## src/rtl/bkpt_pkg.sv

```systemverilog
package bkpt_pkg;
  localparam int REG_AW = 4;
  // low half of map: addr[2]=0 -> comparators, addr[2]=1 -> control regs
  localparam logic [1:0] SUB_CTRL = 2'd0;
  localparam logic [1:0] SUB_CNT  = 2'd1;
  localparam logic [1:0] SUB_TPTR = 2'd2;
  localparam int CTRL_MODE_BIT = 4;
endpackage

```

## src/rtl/bkpt_match.sv

```systemverilog
module bkpt_match #(
  parameter int ADDR_W = 16,
  parameter int NUM_BP = 4
) (
  input  logic                           clk_i,
  input  logic                           rst_ni,
  input  logic [NUM_BP-1:0]              we_i,
  input  logic [ADDR_W-1:0]              wdata_i,
  input  logic [NUM_BP-1:0]              en_i,
  input  logic [ADDR_W-1:0]              pc_i,
  input  logic                           pc_valid_i,
  output logic                           hit_o,
  output logic [NUM_BP-1:0][ADDR_W-1:0]  bp_addr_o
);
  logic [NUM_BP-1:0] match;

  for (genvar k = 0; k < NUM_BP; k++) begin : g_bp
    logic [ADDR_W-1:0] addr_q;
    always_ff @(posedge clk_i or negedge rst_ni) begin
      if (!rst_ni)    addr_q <= '0;
      else if (we_i[k]) addr_q <= wdata_i;
    end
    assign match[k]     = pc_valid_i & en_i[k] & (addr_q == pc_i);
    assign bp_addr_o[k] = addr_q;
  end

  assign hit_o = |match;
endmodule

```

## src/rtl/bkpt_counter.sv

```systemverilog
module bkpt_counter #(
  parameter int CNT_W = 16
) (
  input  logic             clk_i,
  input  logic             rst_ni,
  input  logic             load_i,
  input  logic [CNT_W-1:0] load_val_i,
  input  logic             event_i,
  output logic             fire_o,
  output logic             armed_o,
  output logic [CNT_W-1:0] count_o
);
  logic [CNT_W-1:0] count_q;
  logic             armed_q;
  logic             last;

  assign last   = (count_q <= CNT_W'(1));
  assign fire_o = event_i & armed_q & ~load_i & last;

  always_ff @(posedge clk_i or negedge rst_ni) begin
    if (!rst_ni) begin
      count_q <= '0;
      armed_q <= 1'b0;
    end else if (load_i) begin
      count_q <= load_val_i;
      armed_q <= 1'b1;
    end else if (event_i && armed_q) begin
      if (last) begin
        count_q <= '0;
        armed_q <= 1'b0;
      end else begin
        count_q <= count_q - CNT_W'(1);
      end
    end
  end

  assign armed_o = armed_q;
  assign count_o = count_q;
endmodule

```

## src/rtl/bkpt_trace_buf.sv

```systemverilog
module bkpt_trace_buf #(
  parameter int ADDR_W = 16,
  parameter int DEPTH  = 4,
  localparam int PTR_W = $clog2(DEPTH)
) (
  input  logic                          clk_i,
  input  logic                          rst_ni,
  input  logic [ADDR_W-1:0]             pc_i,
  input  logic                          pc_valid_i,
  output logic [DEPTH-1:0][ADDR_W-1:0]  from_o,
  output logic [DEPTH-1:0][ADDR_W-1:0]  to_o,
  output logic [PTR_W-1:0]              wptr_o
);
  logic [ADDR_W-1:0] prev_q;
  logic              have_prev_q;
  logic [PTR_W-1:0]  wptr_q;
  logic              jump;

  assign jump = pc_valid_i & have_prev_q & (pc_i != prev_q + ADDR_W'(1));

  always_ff @(posedge clk_i or negedge rst_ni) begin
    if (!rst_ni) begin
      prev_q      <= '0;
      have_prev_q <= 1'b0;
      wptr_q      <= '0;
    end else if (pc_valid_i) begin
      prev_q      <= pc_i;
      have_prev_q <= 1'b1;
      if (jump) wptr_q <= (int'(wptr_q) == DEPTH - 1) ? '0 : wptr_q + PTR_W'(1);
    end
  end

  for (genvar k = 0; k < DEPTH; k++) begin : g_slot
    always_ff @(posedge clk_i or negedge rst_ni) begin
      if (!rst_ni) begin
        from_o[k] <= '0;
        to_o[k]   <= '0;
      end else if (jump && int'(wptr_q) == k) begin
        from_o[k] <= prev_q;
        to_o[k]   <= pc_i;
      end
    end
  end

  assign wptr_o = wptr_q;
endmodule

```

## src/rtl/bkpt_trace_unit.sv

```systemverilog
module bkpt_trace_unit #(
  parameter int ADDR_W      = 16,
  parameter int NUM_BP      = 4,
  parameter int TRACE_DEPTH = 4,
  parameter int CNT_W       = 16
) (
  input  logic                       clk_i,
  input  logic                       rst_ni,
  input  logic [ADDR_W-1:0]          pc_i,
  input  logic                       pc_valid_i,
  input  logic                       cache_instr_i,
  input  logic                       trap_in_i,
  input  logic                       reg_we_i,
  input  logic [bkpt_pkg::REG_AW-1:0] reg_addr_i,
  input  logic [ADDR_W-1:0]          reg_wdata_i,
  output logic [ADDR_W-1:0]          reg_rdata_o,
  output logic                       trap_o,
  output logic                       trap_out_o
);
  import bkpt_pkg::*;
  localparam int PTR_W = $clog2(TRACE_DEPTH);

  logic [NUM_BP-1:0]                 en_q;
  logic                              mode_q;
  logic [NUM_BP-1:0]                 bp_we;
  logic [NUM_BP-1:0][ADDR_W-1:0]     bp_addr;
  logic [TRACE_DEPTH-1:0][ADDR_W-1:0] tr_from, tr_to;
  logic [PTR_W-1:0]                  tptr_w;
  logic [CNT_W-1:0]                  count_w;
  logic                              hit, ev, fire, armed_w, cnt_load, ctrl_we;
  logic                              trap_in_q;
  logic [1:0]                        sub;

  assign sub      = reg_addr_i[1:0];
  assign ctrl_we  = reg_we_i & (reg_addr_i[3:2] == 2'b01) & (sub == SUB_CTRL);
  assign cnt_load = reg_we_i & (reg_addr_i[3:2] == 2'b01) & (sub == SUB_CNT);

  always_comb begin
    for (int k = 0; k < NUM_BP; k++)
      bp_we[k] = reg_we_i & (reg_addr_i[3:2] == 2'b00) & (int'(sub) == k);
  end

  always_ff @(posedge clk_i or negedge rst_ni) begin
    if (!rst_ni) begin
      en_q   <= '0;
      mode_q <= 1'b0;
    end else if (ctrl_we) begin
      en_q   <= reg_wdata_i[NUM_BP-1:0];
      mode_q <= reg_wdata_i[CTRL_MODE_BIT];
    end
  end

  bkpt_match #(.ADDR_W(ADDR_W), .NUM_BP(NUM_BP)) match_i (
    .clk_i, .rst_ni, .we_i(bp_we), .wdata_i(reg_wdata_i), .en_i(en_q),
    .pc_i, .pc_valid_i, .hit_o(hit), .bp_addr_o(bp_addr)
  );

  assign ev = mode_q ? (pc_valid_i & cache_instr_i) : hit;

  bkpt_counter #(.CNT_W(CNT_W)) cnt_i (
    .clk_i, .rst_ni, .load_i(cnt_load), .load_val_i(reg_wdata_i[CNT_W-1:0]),
    .event_i(ev), .fire_o(fire), .armed_o(armed_w), .count_o(count_w)
  );

  bkpt_trace_buf #(.ADDR_W(ADDR_W), .DEPTH(TRACE_DEPTH)) trace_i (
    .clk_i, .rst_ni, .pc_i, .pc_valid_i,
    .from_o(tr_from), .to_o(tr_to), .wptr_o(tptr_w)
  );

  always_ff @(posedge clk_i or negedge rst_ni) begin
    if (!rst_ni) begin
      trap_in_q  <= 1'b0;
      trap_o     <= 1'b0;
      trap_out_o <= 1'b0;
    end else begin
      trap_in_q  <= trap_in_i;
      trap_o     <= fire | (trap_in_i & ~trap_in_q);
      trap_out_o <= fire;
    end
  end

  always_comb begin
    reg_rdata_o = '0;
    if (reg_addr_i[3]) begin
      if (int'(sub) < TRACE_DEPTH)
        reg_rdata_o = reg_addr_i[2] ? tr_to[sub] : tr_from[sub];
    end else if (!reg_addr_i[2]) begin
      if (int'(sub) < NUM_BP) reg_rdata_o = bp_addr[sub];
    end else begin
      case (sub)
        SUB_CTRL: begin
          reg_rdata_o[NUM_BP-1:0]     = en_q;
          reg_rdata_o[CTRL_MODE_BIT]  = mode_q;
        end
        SUB_CNT:  reg_rdata_o = ADDR_W'(count_w);
        SUB_TPTR: reg_rdata_o = ADDR_W'(tptr_w);
        default:  reg_rdata_o = '0;
      endcase
    end
  end
endmodule

```

## config.mk

```make
export PLATFORM = sky130hd
export DESIGN_NAME = bkpt_trace_unit
export DESIGN_NICKNAME = d
export VERILOG_FILES = /design/src/rtl/bkpt_pkg.sv /design/src/rtl/bkpt_match.sv /design/src/rtl/bkpt_counter.sv /design/src/rtl/bkpt_trace_buf.sv /design/src/rtl/bkpt_trace_unit.sv
export SDC_FILE = /design/constraint.sdc
export NUM_CORES = 1
export LEC_CHECK = 0
export BUFFER_PORTS_ARGS = -buffer_cell sky130_fd_sc_hd__buf_2
export CAP_MARGIN = 20
export CORE_AREA = 2 2 110 191
export CTS_BUF_LIST = sky130_fd_sc_hd__clkbuf_16
export CTS_CLUSTER_DIAMETER = 40
export DETAILED_ROUTE_END_ITERATION = 6
export DIE_AREA = 0 0 112 193
export PLACE_DENSITY = 0.83
export SETUP_SLACK_MARGIN = 0.15
export SLEW_MARGIN = 40
export SYNTH_ARGS = -nofsm -noshare
export SYNTH_HDL_FRONTEND = slang
export SYNTH_SLANG_ARGS = --single-unit
```

## constraint.sdc

```tcl
create_clock -name clk_i -period 6.4 [get_ports clk_i]
set_clock_uncertainty 0.2 [all_clocks]
set_input_delay 0.96 -clock clk_i [delete_from_list [all_inputs] [get_ports clk_i]]
set_output_delay 0.96 -clock clk_i [all_outputs]
set_load 0.02 [all_outputs]
```

==> flow_results.org, run 1 <==
** STA
- Dividing the final minimum period by the clock period gives 0.680.
- At the pin with the least slew margin, the transition time is 0.846 ns.
- Tightest slew margin relative to the limit :: 0.436
- Max Freq :: 230 MHz
- Min Tclk post-route :: 4.35 ns
- Slew Viols, Final :: 0
- In the final timing run, aggregate negative setup slack is 0 ns.
- Setup repair after global routing left no endpoint under its margin.
- The number of failing hold endpoints at the final stage is 0.
- Setup violations remaining at the end of the flow were counted as 0.

** Floorplan
- Chip Width :: 112 um
- After floorplanning, the core was sized to cover 20200 sq um.
- Vertical die dimension :: 193 um
- Starting utilization of the core area :: 0.643
- The die covers 21600 sq um.
- FP Rows :: 69
- During I/O placement, the number of pins put on the boundary was 60.

** Layout
- After the last flow step, the layout net total stands at 1022.
- Layout filler cell count :: 1350
- At the end of the flow the core is filled with cells to 0.700.
- 0 antenna diodes ended up in the layout.
- In the final layout, the multi-input gates occupy 6640 sq um.
- Registers take 5910 sq um.
- In the final layout, the share of cells above drive strength 1 is 0.394.
- Area growth from synthesis to layout :: 8.88%

** Synth
- Netlist Area Pre-Place :: 13000 sq um
- Avg Inst Size Synth :: 13.6 sq um
- Library cell with the highest instance count after synthesis :: dfrtp_1
- Synthesis-stage register bit count :: 236
- By count the netlist is led by dfrtp_1, mux2_4, mux2_2.
- Proportion of synthesized flip-flops having asynchronous set or reset :: 1.00
- Net count after synthesis :: 1004
- Largest area contributor in the synthesized netlist :: dfrtp_1
- The synthesized design contains 0 enable-type register cells.
- In the synthesized netlist, the number of instances is 955.
- Post-synth top flop :: dfrtp_1
- Area share of the largest cell type after synthesis :: 0.455
- Part of the Yosys area used for sequential elements :: 0.455
- Distinct cells, synth :: 65
- During synthesis, Yosys emitted a total of 0 warnings.
- Yosys attributes the largest share of cell area to dfrtp_1, mux2_4, mux4_2.

** Critical path
- Arrival time at the worst endpoint :: 3.19 ns
- The critical path ends at reg_rdata_o[14].
- Critical Path Fanout Max :: 30
- Data required, critical path :: 5.24 ns
- Critical path startpoint category :: input port
- The slowest stage of the critical path is the buf_4 cell.
- The signal on the critical path passes through buf_4 > buf_4 > mux4_2 > mux2i_1 > o21ai_0 > buf_2.
- Kind of critical path :: in -> out
- Buffers plus inverters on the worst setup path :: 3
- CP top delay family :: buffers and inverters
- Worst Reg-to-Reg Cells :: 8
- Cell occurring most often along the worst timing path :: buf_4
- Reg-to-reg critical path endpoint :: trace_i.from_o[15]
- Critical Path Start :: reg_addr_i[0]
- Source of the worst register-to-register timing path :: trace_i.prev_q[1]
- On the worst path, the slowest cell contributes a delay of 0.61 ns.
- Number of gates on the worst path with buffers counted :: 6
- Critical Path Sink Type :: primary output
- The setup check on the worst reg-to-reg path leaves a slack of 2.55 ns.

** Clock network
- Post-cts repair resize count :: 0
- Maximum clock insertion buffer count :: 3
- The cell sitting at the root of the clock tree is a clkbuf_16.
- Number of hold buffers added after cts :: 0
- Clock-pin slew was measured on the worst setup and hold paths at 0.06 ns.
- Clock latency of the later-clocked register in the worst-skew pair :: 0.53 ns
- Number of buffers created by CTS :: 24
- Count of buffers added by post-CTS timing repair for setup :: 0
- TritonCTS built the clock tree.
- The tree built by TritonCTS fans out to 236 sinks.
- CTS H-Tree Depth :: 1

** Drt
- Pre-antenna DRT Iters :: 5
- Vias :: 8435
- Violation count after the first detailed-route iteration :: 872
- Residual DRC :: 0
- The count of nets left with antenna violations once routing finished came out at 0.
- After detailed routing, the total wire length is 34.7 mm.
- In the routed layout, each cell is associated on average with a via count of 6.83.
- Detail-routed net length per standard cell :: 28.1 um

** Pwr
- In this run the power spent charging and discharging nets is 1.99 mW.
- Int Pwr :: 4.18 mW
- Of the total power, the share spent switching nets is 0.323.
- The share of total power dissipated in the clock network is 0.239.
- In this run the power density over the cells is 437 nW/um^2.
- VDD sags by at most 0.000340 V.
- Of the total power, combinational logic draws 0.339.
- Power Total :: 6.18 mW
- P_leak :: 6.04 nW
- Sequential share of power :: 0.422

** GRT
- The total overflow left after global routing is 0.
- Maximum number of pins on one net before global-route repair :: 110
- The via count of the first global-routing pass was 8958.
- Global-route wire length before repair :: 53.0 mm
- Across every metal layer, demand over resource in global routing totals 0.320.
- The number of antenna violations at the first check in global routing was 0.

** Job
- Max Cap Viol :: 0

** Placed design
- The count of buffers added on input and output ports is 59.
- Routability-driven placement finished with a final weighted congestion of 0.979.
- The HPWL after detailed placement is 22.7 mm.

** Outcome
- Outcome :: complete, no violations

** Hold path
- The tightest min-delay check is of the in -> async type.
## routing by layer
metal	routed length, um	vias up	track usage
met5	0	-	0
met4	2380	0	0.193
met3	1870	115	0.0413
met2	17700	387	0.547
met1	12700	4383	0.391
li1	-	3550	-
## power groups by stage
| stage | Sequential, mW | Combinational, mW | Clock (mW) |
|---|---|---|---|
| floorplan | 2.36 | 1.70 | 0 |
| global placement | 2.54 | 1.97 | 0 |
| detailed placement | 2.57 | 2.04 | 0 |
| CTS | 2.57 | 2.07 | 1.48 |
| global route | 2.65 | 2.21 | 1.54 |
| finish | 2.61 | 2.09 | 1.48 |
## state kept, by name, indices dropped and copies added (netlist names), 2 cells and up
name                 cells
en_q                     4
trace_i.from_o          64
trace_i.prev_q          16
trace_i.to_o            64
cnt_i.count_o           16
match_i.g_bp.addr_q     64
trace_i.wptr_o           2
## cell type report
type | count | share of cell area
clock buffers | 25 | 0.0442
clock inverters | 15 | 0.0132
inverters | 13 | 0.00345
multi-input cells | 627 | 0.470
flip-flops and latches | 236 | 0.418
well taps | 248 | 0.0219
repair buffers | 71 | 0.0301
## cells in the final DEF (no fill, tap or decap), drive strengths merged, types with 22 or more instances in the layout
cell / count
buf: 71
clkbuf: 25
dfrtp: 236
mux2: 214
mux2i: 22
mux4: 50
nand2: 34
nor2: 27
o21ai: 23
xnor2: 64
## through the flow
step | cells | cell area, sq um | hold slack [ns] | setup slack, ns
global route | 1235 | 14100 | 0.0880 | 1.85
finish | 1235 | 14100 | 0.0785 | 2.05
global placement | 1194 | 13300 | 0.236 | 1.87
floorplan | 955 | 13000 | 0.215 | 2.18
detailed placement | 1194 | 13300 | 0.231 | 2.02
CTS | 1234 | 14100 | 0.248 | 2.01
## cell families (layout without fill, tap and decap cells)
| family | count (synthesis) | count (layout) | share of synthesized area |
|---|---|---|---|
| buf+inv | 92 | 124 | 0.0366 |
| simple gates | 155 | 155 | 0.0640 |
| mux | 286 | 286 | 0.324 |
| fa+ha+maj | 7 | 7 | 0.00674 |
| compound gates | 95 | 95 | 0.0551 |
| xor+xnor | 84 | 84 | 0.0588 |
| flops | 236 | 236 | 0.455 |
## worst min-delay path by stage
stage               from                 end  slack, ns  cells after the start
6_report          rst_ni  trace_i.from_o[54]       0.08                      1
5_1_grt           rst_ni  trace_i.from_o[54]       0.09                      1
4_1_cts        trap_in_q              trap_o       0.25                      1
3_5_place_dp   trap_in_q              trap_o       0.23                      1
3_3_place_gp   trap_in_q              trap_o       0.24                      1
2_1_floorplan  trap_in_q              trap_o       0.21                      1
Power figures use the tool's default switching activity.
==> inputs of run 2 (changes only) <==
- ABC_AREA: not set -> 1
- CORE_AREA: 2 2 110 191 -> 2 2 119 208
- DIE_AREA: 0 0 112 193 -> 0 0 121 210
- PLACE_DENSITY: 0.83 -> 0.75
- clock period: 6.4 -> 4 ns (I/O delays scaled with it)
==> run 2 against run 1 <==
  * Via count increased by 50%
  * Non-clock buffer count increased by 22
  * Sequential share of layout area decreased by 0.53 points
  * Critical endpoint is now reg_rdata_o[8]
  * Highest routed layer unchanged
==> flow_results.org, run 2 <==
** Critical path
- Kind of critical path :: in -> out
- The critical path goes through buf_2 > inv_1 > nand2_1 > buf_4 > clkinv_1 > buf_4 > nand2_1 > a41oi_1 > o21ai_0 > o221ai_1 > buf_2.
- STA puts the critical path data required time at 3.20 ns.
- Reg-to-reg critical path endpoint :: trace_i.wptr_o[0]
- The worst register-to-register path begins at trace_i.prev_q[2].
- Critical Path Fanout Max :: 27
- CP max-delay cell :: o21ai_0
- Register-to-Register Setup Slack :: 0.85 ns
- Crit path largest cell delay :: 0.33 ns
- CP Capture Point :: reg_rdata_o[8]
- STA classifies the critical path startpoint as an input port.
- Arrival time at the worst endpoint :: 2.44 ns
- Number of gates on the worst path with buffers counted :: 11
- The cell family contributing the most delay on the critical path is buffers and inverters.
- Critical Path Start :: reg_addr_i[1]
- Critical Path Sink Type :: primary output
- The worst register-to-register path has a depth of 14.
- Buffers plus inverters on the worst setup path :: 6

** Floorplan
- The floorplan step defined a die boundary enclosing 25400 sq um.
- Chip Width :: 121 um
- Number of I/O pins :: 60
- Starting utilization of the core area :: 0.551
- FP Rows :: 75
- Area inside the core boundary :: 23700 sq um
- Vertical die dimension :: 210 um

** Synth
- The share of synthesized area in the top cell type comes to 0.451.
- The most common cell in the synthesized netlist is nand2_1.
- The synthesized netlist contains 41 unique library cells.
- Avg Inst Size Synth :: 7.53 sq um
- Net count after synthesis :: 1786
- Proportion of synthesized flip-flops having asynchronous set or reset :: 1.00
- During synthesis, Yosys emitted a total of 0 warnings.
- The cell count after synthesis came out at 1737.
- For this run, the register share of the synthesized area comes to 0.451.
- Yosys mapped a number of flops with a built-in enable equal to 0.
- Largest area contributor in the synthesized netlist :: dfrtp_1
- By count the netlist is led by nand2_1, dfrtp_1, nand4_1.
- Netlist Area Pre-Place :: 13100 sq um
- Synthesis-stage register bit count :: 236
- Ranked by total cell area, the synthesized netlist is headed by dfrtp_1, nand2_1, nand4_1.
- For this run, the leading register cell type out of synthesis is dfrtp_1.

** Placed design
- After legalization and detailed placement, the total HPWL measured 28.7 mm.
- Prior to clock tree synthesis, the placed netlist has a worst setup slack of 0.861 ns.
- Number of I/O port buffers :: 59
- Global placer's final weighted congestion :: 1.05
- Summing all placed instances gives a cell area of 13400 sq um.

** Job
- Max Cap Viol :: 0

** STA
- Final-report setup violation count :: 0
- Worst hold margin :: 0.192 ns
- Derived from the worst setup path, the maximum achievable clock frequency is 309 MHz.
- Of the available clock period, the critical path in the final layout requires 0.809.
- Min Tclk post-route :: 3.24 ns
- The final number of max-transition violations was 0.
- Tightest slew margin relative to the limit :: 0.428
- The number of failing hold endpoints at the final stage is 0.
- For the pin with the worst max-slew slack, the measured transition is 0.858 ns.
- Setup repair after global routing left no endpoint under its margin.
- The worst path meets setup with 0.763 ns of slack.
- Setup total negative slack on the finished layout was measured at 0 ns.

** Clock network
- Clock tree from TritonCTS :: yes
- In this run the number of H-tree levels came out at 1.
- Clock-pin slew on the worst setup and hold paths :: 0.06 ns
- For this design, the sink count on the clock tree is 236.
- The number of clock buffers added by TritonCTS is 27.
- Clock latency of the later-clocked register in the worst-skew pair :: 0.55 ns
- In this run, post-CTS repair resized a total of 0 instances.
- The clock passes through at most 3 buffers.
- The root buffer cell chosen for the clock tree is clkbuf_16.

** Drt
- For this block, the initial DRC count from the detailed router was 1251.
- Pre-antenna DRT Iters :: 7
- For this block, the routed nets add up to 43.3 mm of wire.
- Vias :: 12600
- Detail-routed net length per standard cell :: 21.0 um
- The detail route stage leaves a number of antenna-violating nets equal to 0.
- In the routed layout, each cell is associated on average with a via count of 6.12.
- Residual DRC :: 0

** Layout
- Leaving out fill and tap cells, the most frequent cell in the layout is nand2_1.
- The top cell types in the final layout, fill and taps aside, are nand2_1, dfrtp_1, nand4_1.
- Layout filler cell count :: 2176
- Of the cells placed in the final design, the portion with a size suffix greater than 1 is 0.0938.
- From synthesis to final layout, the design area changed by 9.45%.
- After routing the design area is 14300 sq um.
- The largest registers in the layout are match_i.g_bp.addr_q: 64 flops, trace_i.from_o: 64 flops, trace_i.to_o: 64 flops.
- The net count of the finished layout is 1778.

** Pwr
- Power Total :: 9.07 mW
- The analysis attributes to cell leakage a power of 7.16 nW.
- Maximum ir drop on the vdd rail :: 0.000482 V
- Power density normalized to cell area :: 633 nW/um^2

** Hold path
- Min-delay worst type :: in -> reg

** GRT
- GRT Overall Usage :: 0.343
- The number of antenna violations at the first check in global routing was 4.
- Entering global routing, the biggest net connects 109 pins.
- Summed over all layers, the global routing overflow is 0.
- Vias in the first global route :: 12300
- The first global-routing pass estimated 67.4 mm of wire.

** Outcome
- The flow ran to the end, and the final reports show no timing, DRC or antenna violations.
run 2: cell count changes in the layout (fill, tap and decap cells not counted), moves of 25 or more:
| cell | before | now |
|---|---|---|
| nor2_1 | 26 | 67 |
| inv_1 | 16 | 110 |
| o22ai_1 | 1 | 26 |
| nand4_1 | 20 | 154 |
| mux2_2 | 94 | 0 |
| nand2_1 | 34 | 666 |
| mux2_4 | 120 | 0 |
| mux4_2 | 50 | 0 |
| nand3_1 | 14 | 73 |
| o21ai_0 | 22 | 102 |
| a22oi_1 | 13 | 44 |
| xnor2_1 | 64 | 19 |
run 2: per-layer routing:
metal,up-vias,global-route usage,share of wire
met5,-,0,0
met4,0,0.236,0.070
li1,5749,-,-
met1,6040,0.398,0.35
met3,169,0.0484,0.074
met2,665,0.580,0.51
run 2: report_power, final:
part	total, mW	switching, mW	leakage (nW)	internal (mW)
clock network	2.43	1.10	0.429	1.33
logic	2.75	1.79	3.75	0.962
registers	3.90	0.657	2.97	3.24
run 2: cell families after synthesis:
logic type,Yosys count,share of synthesized area
buffers and inverters,250,0.0857
AOI/OAI and AO/OA,215,0.102
and+or+nand+nor,988,0.327
xor gates and xnor gates,41,0.0274
DFF,236,0.451
adders and majority gates,7,0.00669
run 2: worst min-delay path, stage by stage:
cell and delay, ns:
buf_2 0.08, inv_1 0.07, o21ai_0 0.15
run 2: repair_timing:
| action | CTS | global route |
|---|---|---|
| setup buffers | 0 | 0 |
| endpoints found under the hold margin | 96 | 0 |
| hold buffers | 2 | 0 |
run 2: cell type report:
| type | instances | area, sq um | share of cell area |
|---|---|---|---|
| Multi-Input combinational cell | 1251 | 6070 | 0.424 |
| Clock buffer | 27 | 676 | 0.0472 |
| Tap cell | 308 | 385 | 0.0269 |
| Inverter | 120 | 452 | 0.0315 |
| Sequential cell | 236 | 5910 | 0.412 |
| Antenna cell | 4 | 10.0 | 0.000699 |
| Clock inverter | 22 | 183 | 0.0128 |
| Timing Repair Buffer | 93 | 644 | 0.0450 |
run 2: worst min-delay path by stage:
stage	from	to	cells after the start
floorplan	rst_ni	cnt_i.armed_o	0
global placement	trap_in_q	trap_o	1
detailed placement	trap_in_q	trap_o	1
CTS	reg_wdata_i[6]	match_i.g_bp[2].addr_q[6]	3
global route	pc_i[7]	trace_i.prev_q[7]	3
finish	reg_wdata_i[13]	match_i.g_bp[1].addr_q[13]	3
run 2: per-stage QoR:
step / utilization / instances
2_1_floorplan: - / 1737
3_3_place_gp: 0.566 / 2006
3_5_place_dp: 0.566 / 2006
4_1_cts: 0.603 / 2057
5_1_grt: 0.603 / 2061
6_report: 0.603 / 2061
==> inputs of run 3 (changes only) <==
- CORE_AREA: 2 2 119 208 -> 2 2 113 198
- DIE_AREA: 0 0 121 210 -> 0 0 115 200
- PLACE_DENSITY: 0.75 -> 0.79
- clock period: 4 -> 3.3 ns (I/O delays scaled with it)
==> run 3 against run 2 <==
  * Worst hold slack worse by 0.13 ns
  * Largest cell class unchanged
  * Global-route usage up 3.8 points
  * Wire length down 0.36%
  * Via count up 1.1%
  * Sequential share of layout area down 0.43 points
  * Final cell count down 1.8%
==> flow_results.org, run 3 (synthesis results as in run 2) <==
** Critical path
- Data on the critical path arrives at its endpoint at 2.26 ns.
- Traced cell by cell, the critical path runs through buf_2 > inv_1 > nand2_1 > clkinv_1 > buf_4 > nand2_1 > nand4_1 > o21ai_0 > o221ai_1 > buf_2.
- Critical Path Sink Type :: primary output
- Broken down by cell family, the worst path's largest delay share belongs to buffers and inverters.
- Worst Reg-to-Reg Cells :: 11
- Crit path largest cell delay :: 0.54 ns
- The critical path crosses 10 cells after its start point.
- The worst setup path is launched from an input port.
- The setup path with the least slack is of type in -> out.
- Buffers plus inverters on the worst setup path :: 5
- Data required, critical path :: 2.60 ns
- In this run the worst path has a maximum fanout of 44.
- CP max-delay cell :: buf_4

** Drt
- In this run, the number of DRC markers left after iteration 0 of detailed routing was 1473.
- Vias per inst :: 6.31
- Vias :: 12800
- For this run, the detailed router's first-pass iteration total came to 6.
- Routed Antenna Nets :: 0
- Residual DRC :: 0
- Post-detailed-routing wire length :: 43.1 mm
- Detail-routed net length per standard cell :: 21.3 um

** Layout
- Leaving out fill and tap cells, the most frequent cell in the layout is nand2_1.
- Of the cells placed in the final design, the portion with a size suffix greater than 1 is 0.103.
- Area growth from synthesis to layout :: 10.6%
- Layout filler cell count :: 1799
- Nets :: 1792
- Leaving out fill and tap cells, the most frequent cells in the layout are nand2_1, dfrtp_1, nand4_1.
- The largest registers in the layout are match_i.g_bp.addr_q: 64 flops, trace_i.from_o: 64 flops, trace_i.to_o: 64 flops.
- Once layout is complete, the utilization of the core stands at 0.679.
- Multi-input gate area in the final layout :: 6080 sq um
- Storage element area :: 5910 sq um

** GRT
- Vias in the first global route :: 12700
- Global-route wire length before repair :: 67.4 mm
- GRT Overall Usage :: 0.381
- The number of antenna violations at the first check in global routing was 3.
- Entering global routing, the biggest net connects 104 pins.
- Summed over all layers, the global routing overflow is 0.

** STA
- At the pin with the least slew margin, the transition time is 0.686 ns.
- Dividing the final minimum period by the clock period gives 0.894.
- In the final timing run, aggregate negative setup slack is 0 ns.
- Slew Viols, Final :: 0
- Max Freq :: 339 MHz
- Setup repair after global routing left no endpoint under its margin.
- Min Tclk post-route :: 2.95 ns
- Tightest slew margin relative to the limit :: 0.543
- Setup violations remaining at the end of the flow were counted as 0.
- Once routing completed, OpenROAD measured the worst setup slack at 0.350 ns.
- The number of failing hold endpoints at the final stage was 0.
- Across all hold checks on the routed design, the worst slack comes to 0.0642 ns.

** Pwr
- The analysis attributes to cell leakage a power of 7.26 nW.
- Power spread over the standard cell area amounts to 780 nW/um^2.
- VDD sags by at most 0.000542 V.

** Placed design
- Routability-driven placement finished with a final weighted congestion of 0.998.
- HPWL after detailed placement :: 28.6 mm
- During placement, the flow inserted port buffers numbering 59.
- At the placement stage, the worst setup path has a slack of 0.434 ns.

** Job
- Max Cap Viol :: 0

** Floorplan
- The initial utilization of the core area, before any placement, comes to 0.614.
- The die is 115 um wide.
- Number of I/O pins :: 60
- The floorplan step defined a core boundary enclosing 21300 sq um.
- Area of the die :: 23000 sq um
- FP Rows :: 71
- Vertical die dimension :: 200 um

** Hold path
- The path class of the tightest hold or removal check is in -> reg.
- Along the worst hold path, the cell count comes to 3.

** Clock network
- Clock tree synthesis inserted a total of 28 buffers.
- Count of buffers added by post-CTS timing repair for setup :: 0
- Number of sinks handled by clock tree synthesis :: 236
- Cell at the root of the clock tree :: clkbuf_16
- CTS H-Tree Depth :: 1
- Clock-pin slew on the worst setup and hold paths :: 0.07 ns
- Counting along the longest clock path gives a buffer depth of 3.
- At the later pin of the worst-skew pair, clock insertion delay measures 0.56 ns.
- Clock tree from TritonCTS :: yes

** Outcome
- The flow ran to the end, and the final reports show no timing, DRC or antenna violations.
## run 3: cell types whose count changed in the layout (fill, tap and decap cells not counted), sizes merged
cell / before / now
clkinv: 15 / 13
inv: 124 / 126
bufinv: 1 / 2
diode: 4 / 3
clkbuf: 27 / 29
buf: 91 / 104
## run 3: tightest hold or removal path, stage by stage
cell and delay [ns]:
buf_2 0.07, inv_1 0.07, o21ai_0 0.15
## run 3: area by class of cell
cell class	instances	area share
clock buffers	29	0.0501
diodes	3	0.000519
clock inverters	23	0.0156
inverters	120	0.0312
well taps	255	0.0220
multi-input cells	1251	0.420
flip-flops and latches	236	0.408
repair buffers	106	0.0521
## run 3: stage by stage
stage	area, sq um	total power, mW	cells
3_3_place_gp	13500	7.88	1966
6_report	14500	11.3	2023
4_1_cts	14400	11.2	2020
3_5_place_dp	13500	8.03	1966
2_1_floorplan	13100	6.89	1737
5_1_grt	14500	11.9	2023
## run 3: where the power goes
| part | leakage (nW) | switching (mW) | internal, mW |
|---|---|---|---|
| combinational | 3.82 | 2.16 | 1.20 |
| clock | 0.474 | 1.39 | 1.80 |
| sequential | 2.97 | 0.803 | 3.93 |
| total | 7.26 | 4.35 | 6.93 |
## run 3: timing repair
action                                 in CTS  in global routing
hold buffers                                2                  0
setup endpoints to repair                   0                 52
gates resized for setup                     0                  3
endpoints found under the hold margin      45                  0
## run 3: per-layer routing
| metal | share of wire | global-route usage | vias up |
|---|---|---|---|
| met5 | 0 | 0 | - |
| met4 | 0.066 | 0.252 | 0 |
| met3 | 0.079 | 0.0519 | 196 |
| met2 | 0.50 | 0.649 | 749 |
| met1 | 0.35 | 0.446 | 6041 |
| li1 | - | - | 5781 |
## run 3: path summary, 6_finish.rpt
check | startpoint | to | slack (ns)
max in group asynchronous | rst_ni | trace_i.to_o[28] | 1.77
setup / recovery | reg_addr_i[1] | reg_rdata_o[6] | 0.35
hold reg to reg | trap_in_q | trap_o | 0.25
hold / removal | reg_wdata_i[15] | match_i.g_bp[1].addr_q[15] | 0.06
min in group asynchronous | rst_ni | trace_i.to_o[51] | 0.22
setup reg to reg | trace_i.prev_q[1] | trace_i.from_o[33] | 0.43
